[config.mk]
export PLATFORM = sky130hd
export DESIGN_NAME = tmr_pin_qualifier
export DESIGN_NICKNAME = d
export VERILOG_FILES = /design/src/rtl/tpq_pkg.sv /design/src/rtl/tpq_sync.sv /design/src/rtl/tpq_filter.sv /design/src/rtl/tpq_edge.sv /design/src/rtl/tmr_pin_qualifier.sv
export SDC_FILE = /design/constraint.sdc
export NUM_CORES = 1
export LEC_CHECK = 0
export ABC_CLOCK_PERIOD_IN_PS = 1700
export CELL_PAD_IN_SITES_DETAIL_PLACEMENT = 1
export CELL_PAD_IN_SITES_GLOBAL_PLACEMENT = 2
export CORE_AREA = 2 2 39 41
export CTS_BUF_LIST = sky130_fd_sc_hd__clkbuf_4 sky130_fd_sc_hd__clkbuf_8
export DETAILED_ROUTE_END_ITERATION = 7
export DIE_AREA = 0 0 41 43
export PLACE_DENSITY_LB_ADDON = 0.1
export SLEW_MARGIN = 0
export SYNTH_ARGS = -nofsm -noshare
export SYNTH_HDL_FRONTEND = slang
export SYNTH_HIERARCHICAL = 1
export SYNTH_SLANG_ARGS = --single-unit
[constraint.sdc]
create_clock -name clk -period 1.7 [get_ports clk]
set_input_delay 0.255 -clock clk [delete_from_list [all_inputs] [get_ports clk]]
set_output_delay 0.255 -clock clk [all_outputs]
set_load 0.03 [all_outputs]
[src/rtl/tpq_pkg.sv]
// Shared types for the timer pin qualifier.
package tpq_pkg;
    // Edge selection codes; bit 0 enables rising, bit 1 enables falling.
    typedef enum logic [1:0] {
        SEL_NONE = 2'b00,
        SEL_RISE = 2'b01,
        SEL_FALL = 2'b10,
        SEL_BOTH = 2'b11
    } edge_sel_e;
endpackage

[src/rtl/tpq_sync.sv]
// tpq_sync: multi-flop synchronizer for one asynchronous bit.
// Assumes STAGES >= 2. Resets to 0.
module tpq_sync #(
    parameter int STAGES = 2
) (
    input  logic clk,
    input  logic rst_n,
    input  logic d,
    output logic q
);
    logic [STAGES-1:0] sr_q;

    // Shift the raw pin through the chain of flops.
    always_ff @(posedge clk) begin
        if (!rst_n) sr_q <= '0;
        else        sr_q <= {sr_q[STAGES-2:0], d};
    end

    assign q = sr_q[STAGES-1];
endmodule

[src/rtl/tpq_filter.sv]
// tpq_filter: accepts a new level only after it is seen on SAMPLES
// consecutive strobes. The accepted level resets to 0.
// Assumes SAMPLES >= 2 and a synchronized input.
module tpq_filter #(
    parameter int SAMPLES = 2
) (
    input  logic clk,
    input  logic rst_n,
    input  logic stb,
    input  logic d,
    output logic lvl
);
    localparam int CW = (SAMPLES > 2) ? $clog2(SAMPLES) : 1;
    localparam logic [CW-1:0] LAST = CW'(SAMPLES - 1);

    logic [CW-1:0] cnt_q;
    logic          lvl_q;

    // Count strobes that see a differing level; any matching sample restarts.
    always_ff @(posedge clk) begin
        if (!rst_n) begin
            cnt_q <= '0;
            lvl_q <= 1'b0;
        end else if (stb) begin
            if (d != lvl_q) begin
                if (cnt_q == LAST) begin
                    lvl_q <= d;
                    cnt_q <= '0;
                end else begin
                    cnt_q <= cnt_q + 1'b1;
                end
            end else begin
                cnt_q <= '0;
            end
        end
    end

    assign lvl = lvl_q;


    lvl_on_strobe_chk: assert property (@(posedge clk) disable iff (!rst_n)
        ($past(rst_n) && (lvl_q != $past(lvl_q))) |-> $past(stb));

    lvl_from_input_chk: assert property (@(posedge clk) disable iff (!rst_n)
        ($past(rst_n) && (lvl_q != $past(lvl_q))) |-> ($past(d) == lvl_q));

    cnt_bound_chk: assert property (@(posedge clk) disable iff (!rst_n)
        (int'(cnt_q) < SAMPLES));
endmodule

[src/rtl/tpq_edge.sv]
// tpq_edge: compares the filtered level with a stored previous level
// and emits one-cycle strobes for selected edges. The stored level
// resets to 0 and updates only while running. Assumes edge_sel and
// cap_mode are stable while run_en is high.
module tpq_edge
    import tpq_pkg::*;
(
    input  logic       clk,
    input  logic       rst_n,
    input  logic       run_en,
    input  logic       lvl,
    input  logic [1:0] edge_sel,
    input  logic       cap_mode,
    output logic       cnt_pulse,
    output logic       cap_pulse
);
    logic      prev_q;
    logic      rise, fall, hit;
    edge_sel_e sel;

    // Remember the filtered level, but only while the timer runs.
    always_ff @(posedge clk) begin
        if (!rst_n)      prev_q <= 1'b0;
        else if (run_en) prev_q <= lvl;
    end

    // Decide whether the current difference is a selected edge.
    always_comb begin
        sel  = edge_sel_e'(edge_sel);
        rise = lvl & ~prev_q;
        fall = ~lvl & prev_q;
        unique case (sel)
            SEL_RISE: hit = rise;
            SEL_FALL: hit = fall;
            SEL_BOTH: hit = rise | fall;
            default:  hit = 1'b0;
        endcase
    end

    // Route the strobe to the count or capture output.
    always_comb begin
        cnt_pulse = run_en & hit & ~cap_mode;
        cap_pulse = run_en & hit & cap_mode;
    end


    prev_hold_chk: assert property (@(posedge clk) disable iff (!rst_n)
        ($past(rst_n) && !$past(run_en)) |-> (prev_q == $past(prev_q)));

    cnt_single_chk: assert property (@(posedge clk) disable iff (!rst_n)
        cnt_pulse |=> !cnt_pulse);

    cap_single_chk: assert property (@(posedge clk) disable iff (!rst_n)
        cap_pulse |=> !cap_pulse);
endmodule

[src/rtl/tmr_pin_qualifier.sv]
// tmr_pin_qualifier: input conditioning for an external timer pin.
// Synchronizes the pin, filters it on every clock (count mode) or on
// smp_en (capture mode), and emits one-cycle edge strobes.
// Assumes configuration changes only while run_en is low.
module tmr_pin_qualifier
    import tpq_pkg::*;
#(
    parameter int SYNC_STAGES  = 2,
    parameter int FILT_SAMPLES = 2
) (
    input  logic       clk,
    input  logic       rst_n,
    input  logic       pin_in,
    input  logic       smp_en,
    input  logic       run_en,
    input  logic [1:0] edge_sel,
    input  logic       cap_mode,
    output logic       cnt_pulse,
    output logic       cap_pulse
);
    logic pin_s;
    logic stb;
    logic lvl;

    // Pick the filter strobe: every clock for counting, prescaled for capture.
    always_comb stb = cap_mode ? smp_en : 1'b1;

    tpq_sync #(.STAGES(SYNC_STAGES)) u_sync (
        .clk   (clk),
        .rst_n (rst_n),
        .d     (pin_in),
        .q     (pin_s)
    );

    tpq_filter #(.SAMPLES(FILT_SAMPLES)) u_filt (
        .clk   (clk),
        .rst_n (rst_n),
        .stb   (stb),
        .d     (pin_s),
        .lvl   (lvl)
    );

    tpq_edge u_edge (
        .clk       (clk),
        .rst_n     (rst_n),
        .run_en    (run_en),
        .lvl       (lvl),
        .edge_sel  (edge_sel),
        .cap_mode  (cap_mode),
        .cnt_pulse (cnt_pulse),
        .cap_pulse (cap_pulse)
    );


    rise_level_chk: assert property (@(posedge clk) disable iff (!rst_n)
        ((edge_sel == SEL_RISE) && (cnt_pulse || cap_pulse)) |-> lvl);

    fall_level_chk: assert property (@(posedge clk) disable iff (!rst_n)
        ((edge_sel == SEL_FALL) && (cnt_pulse || cap_pulse)) |-> !lvl);

    reset_quiet_chk: assert property (@(posedge clk)
        (!rst_n && !$past(rst_n)) |-> !(cnt_pulse || cap_pulse));
endmodule

==> impl_metrics.ini, run 1 <==
[die]
placement_rows = 14
core_um2 = 1380
die-area_um2 = 1760
die_w_um = 41
start_util_pct = 18.7
die_y_um = 43
io_pins = 10

[placement]
numPortBuffers = 9
gp_congestion = 0.589
placed_cells = 53

[setup_path]
critical_path_class = flop to primary output
critPathSlowestCell = dfxtp_2
critPathMaxFanout = 2
worstSetupEndpointType = primary output
r2r_cells = 4
endpoint = cnt_pulse
r2r_start = u_filt/lvl
worstReg2RegEnd = u_filt/lvl
critPathArrivalTime_ns = 1.40
required_ns = 1.44
path_cells = buf_6 > ha_4 > nor2b_1 > o211ai_1 > a21oi_1 > buf_4
worstSetupStartpointType = flop
cp_slowest_stage_delay_ns = 0.32
rrSetupSlack_ns = 0.73
crit_start = u_filt/lvl

[logic_synthesis]
synth_top_area_cell = dfxtp_1
synth_cells = 27
synth_top_cells_by_count = dfxtp_1 (5), nor2b_1 (3)
synth_area_per_cell_um2 = 9.59
synth.area.mux_share_pct = 3.86
async_flop_share_pct = 0
synth_flop_cell = dfxtp_1
synth_enable_flop_cells = 0
yosysMostFrequentCell = dfxtp_1
syn_area_um2 = 259
ys_ff_latch = 5
synthDistinctLibCells = 17
synth_top_family_by_area = simple AND/OR/NAND/NOR gates
synth_warnings = 6
synth_nets = 37
synth-xor-area-share_pct = 3.38
synth_compound_area_share_pct = 15.5
yosys.area_share.simple_pct = 26.1
yosysSeqAreaShare_pct = 38.6
synth_top_area_share_pct = 38.6
yosys-top-cells-area = dfxtp_1 (39%), ha_1 (9.7%), nor2b_1 (7.2%)
synthAdderAreaFrac_pct = 9.66

[grt]
grt_max_degree = 7
grt_pass1_vias = 273
antenna_found_initial = 0
globalRouteOverflowTotal = 0
grt_usage_pct = 8.32
grt_pass1_wl_um = 945

[drt]
drt_iter0_drc = 0
via_per_inst = 4.36
route.detailed.drc = 0
wl_um = 598
wl_per_cell_um = 10.3
ant_nets = 0
first_pass_iters = 1
vias = 253

[timing]
fin_crit_sh_pct = 97.6
clock-skew-final_ns = 0.000196
max_slew_margin_pct = 86.3
fin_crit_ns = 1.66
slew_violations = 0
finalHoldViolations = 0
tightest_slew_ns = 0.205
rsz0062_at_grt = yes
setup_viol = 0
fmax_mhz = 603

[clock_network]
clk_latency_ns = 0.24
cts.sinks = 5
cts_tree = built
cts_buffers = 3
clkTransAtPathRegs_ns = 0.04
clock_path_buffers = 2
holdBufCountCts = 0
root_buffer = clkbuf_4
cts_max_level = 1

[power_and_ir_drop]
p_total_uw = 301
p_leak_uw = 0.000166
ir_drop_v = 0.000257
pwr_density_cell_nw_per_um2 = 680

[final_layout]
diodes = 0
synthToLayoutAreaGrowth_pct = 71.0
fin_util_pct = 32.0
fin_nets = 53
post_route_cells_drive_above_1_share_pct = 31.0
fin_cells = 58
n_fill_cell = 169

[run_status]
outcome = complete, no violations

[run]
max-cap-violations = 0

[min_path]
hold_path_class = flop to flop
[what timing repair did]
action	4_1_cts	5_1_grt
setup endpoints to repair	2	2
resized for setup	4	4
endpoints found under the hold margin	0	0
buffers inserted	1	0
pin swaps	4	4
[layout by cell type, fill, tap and decap left out, types with 2 or more instances in the layout]
master           count
nor2b_1              3
ha_4                 2
clkbuf_4             4
and2_1               2
nand3b_1             2
clkdlybuf4s50_1      7
buf_4                3
dfxtp_1              3
[cell type report]
type	instances	area, um^2	area share (%)
multi-input combinational	20	176	39.8
sequential	5	105	23.7
timing repair buffer	11	104	23.4
clock buffer	4	30.0	6.78
tap	16	20.0	4.52
inverter	2	7.51	1.69
[metal layers]
metal | vias up | GRT usage, % | share of wire, %
met2 | 9 | 14.4 | 58
li1 | 123 | - | -
met5 | - | 0 | 0
met1 | 121 | 7.05 | 34
met4 | 0 | 8.00 | 0
met3 | 0 | 1.57 | 7.9
[stage by stage]
step	instance area (um^2)	hold WS [ns]	setup slack, ns	TNS, ns
after floorplan	259	0.373	0.0104	0
after global placement	372	0.437	0.135	0
final	443	0.437	0.0415	0
after CTS	427	0.444	0.0118	0
after global routing	443	0.488	-0.0568	-0.0977
after detailed placement	372	0.433	0.0901	0
[worst min path at each step]
stage	to	slack, ns	startpoint	cells after the start
floorplan	u_filt/lvl	0.37	rst_n	1
global placement	u_sync/sr_q[1]	0.44	u_sync/sr_q[0]	1
detailed placement	u_sync/sr_q[1]	0.43	u_sync/sr_q[0]	1
CTS	u_sync/sr_q[1]	0.44	u_sync/sr_q[0]	1
global route	u_sync/sr_q[1]	0.49	u_sync/sr_q[0]	1
finish	u_sync/sr_q[1]	0.44	u_sync/sr_q[0]	1
[sequential cells by signal, summed over array words and instances, names as in the netlist]
| signal | cells |
|---|---|
| u_filt/lvl | 1 |
| u_sync/sr_q | 2 |
| u_edge/prev_q | 1 |
| u_filt/cnt_q | 1 |
[where the power goes]
| part | internal, uW | leakage (uW) | switching, uW |
|---|---|---|---|
| logic | 20.4 | 0.000105 | 9.04 |
| registers | 119 | 0.0000421 | 1.52 |
| clock network | 105 | 0.0000184 | 46.4 |
[cells by family after synthesis]
kind of cell             count (synthesis)
AO/OA/AOI/OAI                            6
XOR/XNOR                                 1
adder cells (fa/ha/maj)                  2
buffers and inverters                    2
flip-flops                               5
multiplexers                             1
AND/OR/NAND/NOR                         10
[worst max-delay path: cells and delay by family (launching register included)]
family,cells,cell delay (ns)
buf+inv,2,0.29
compound gates,2,0.30
simple gates,1,0.12
fa+ha+maj,1,0.14
flops,1,0.32
No activity file was read; power rests on OpenSTA's default activity.
==> inputs of run 2 (changes only) <==
Settings changed: CTS_CLUSTER_SIZE set to 12, GPL_TIMING_DRIVEN set to 1.
==> results of run 2 <==
Same layout as run 1: the final DEF is identical, and so are final timing and power.
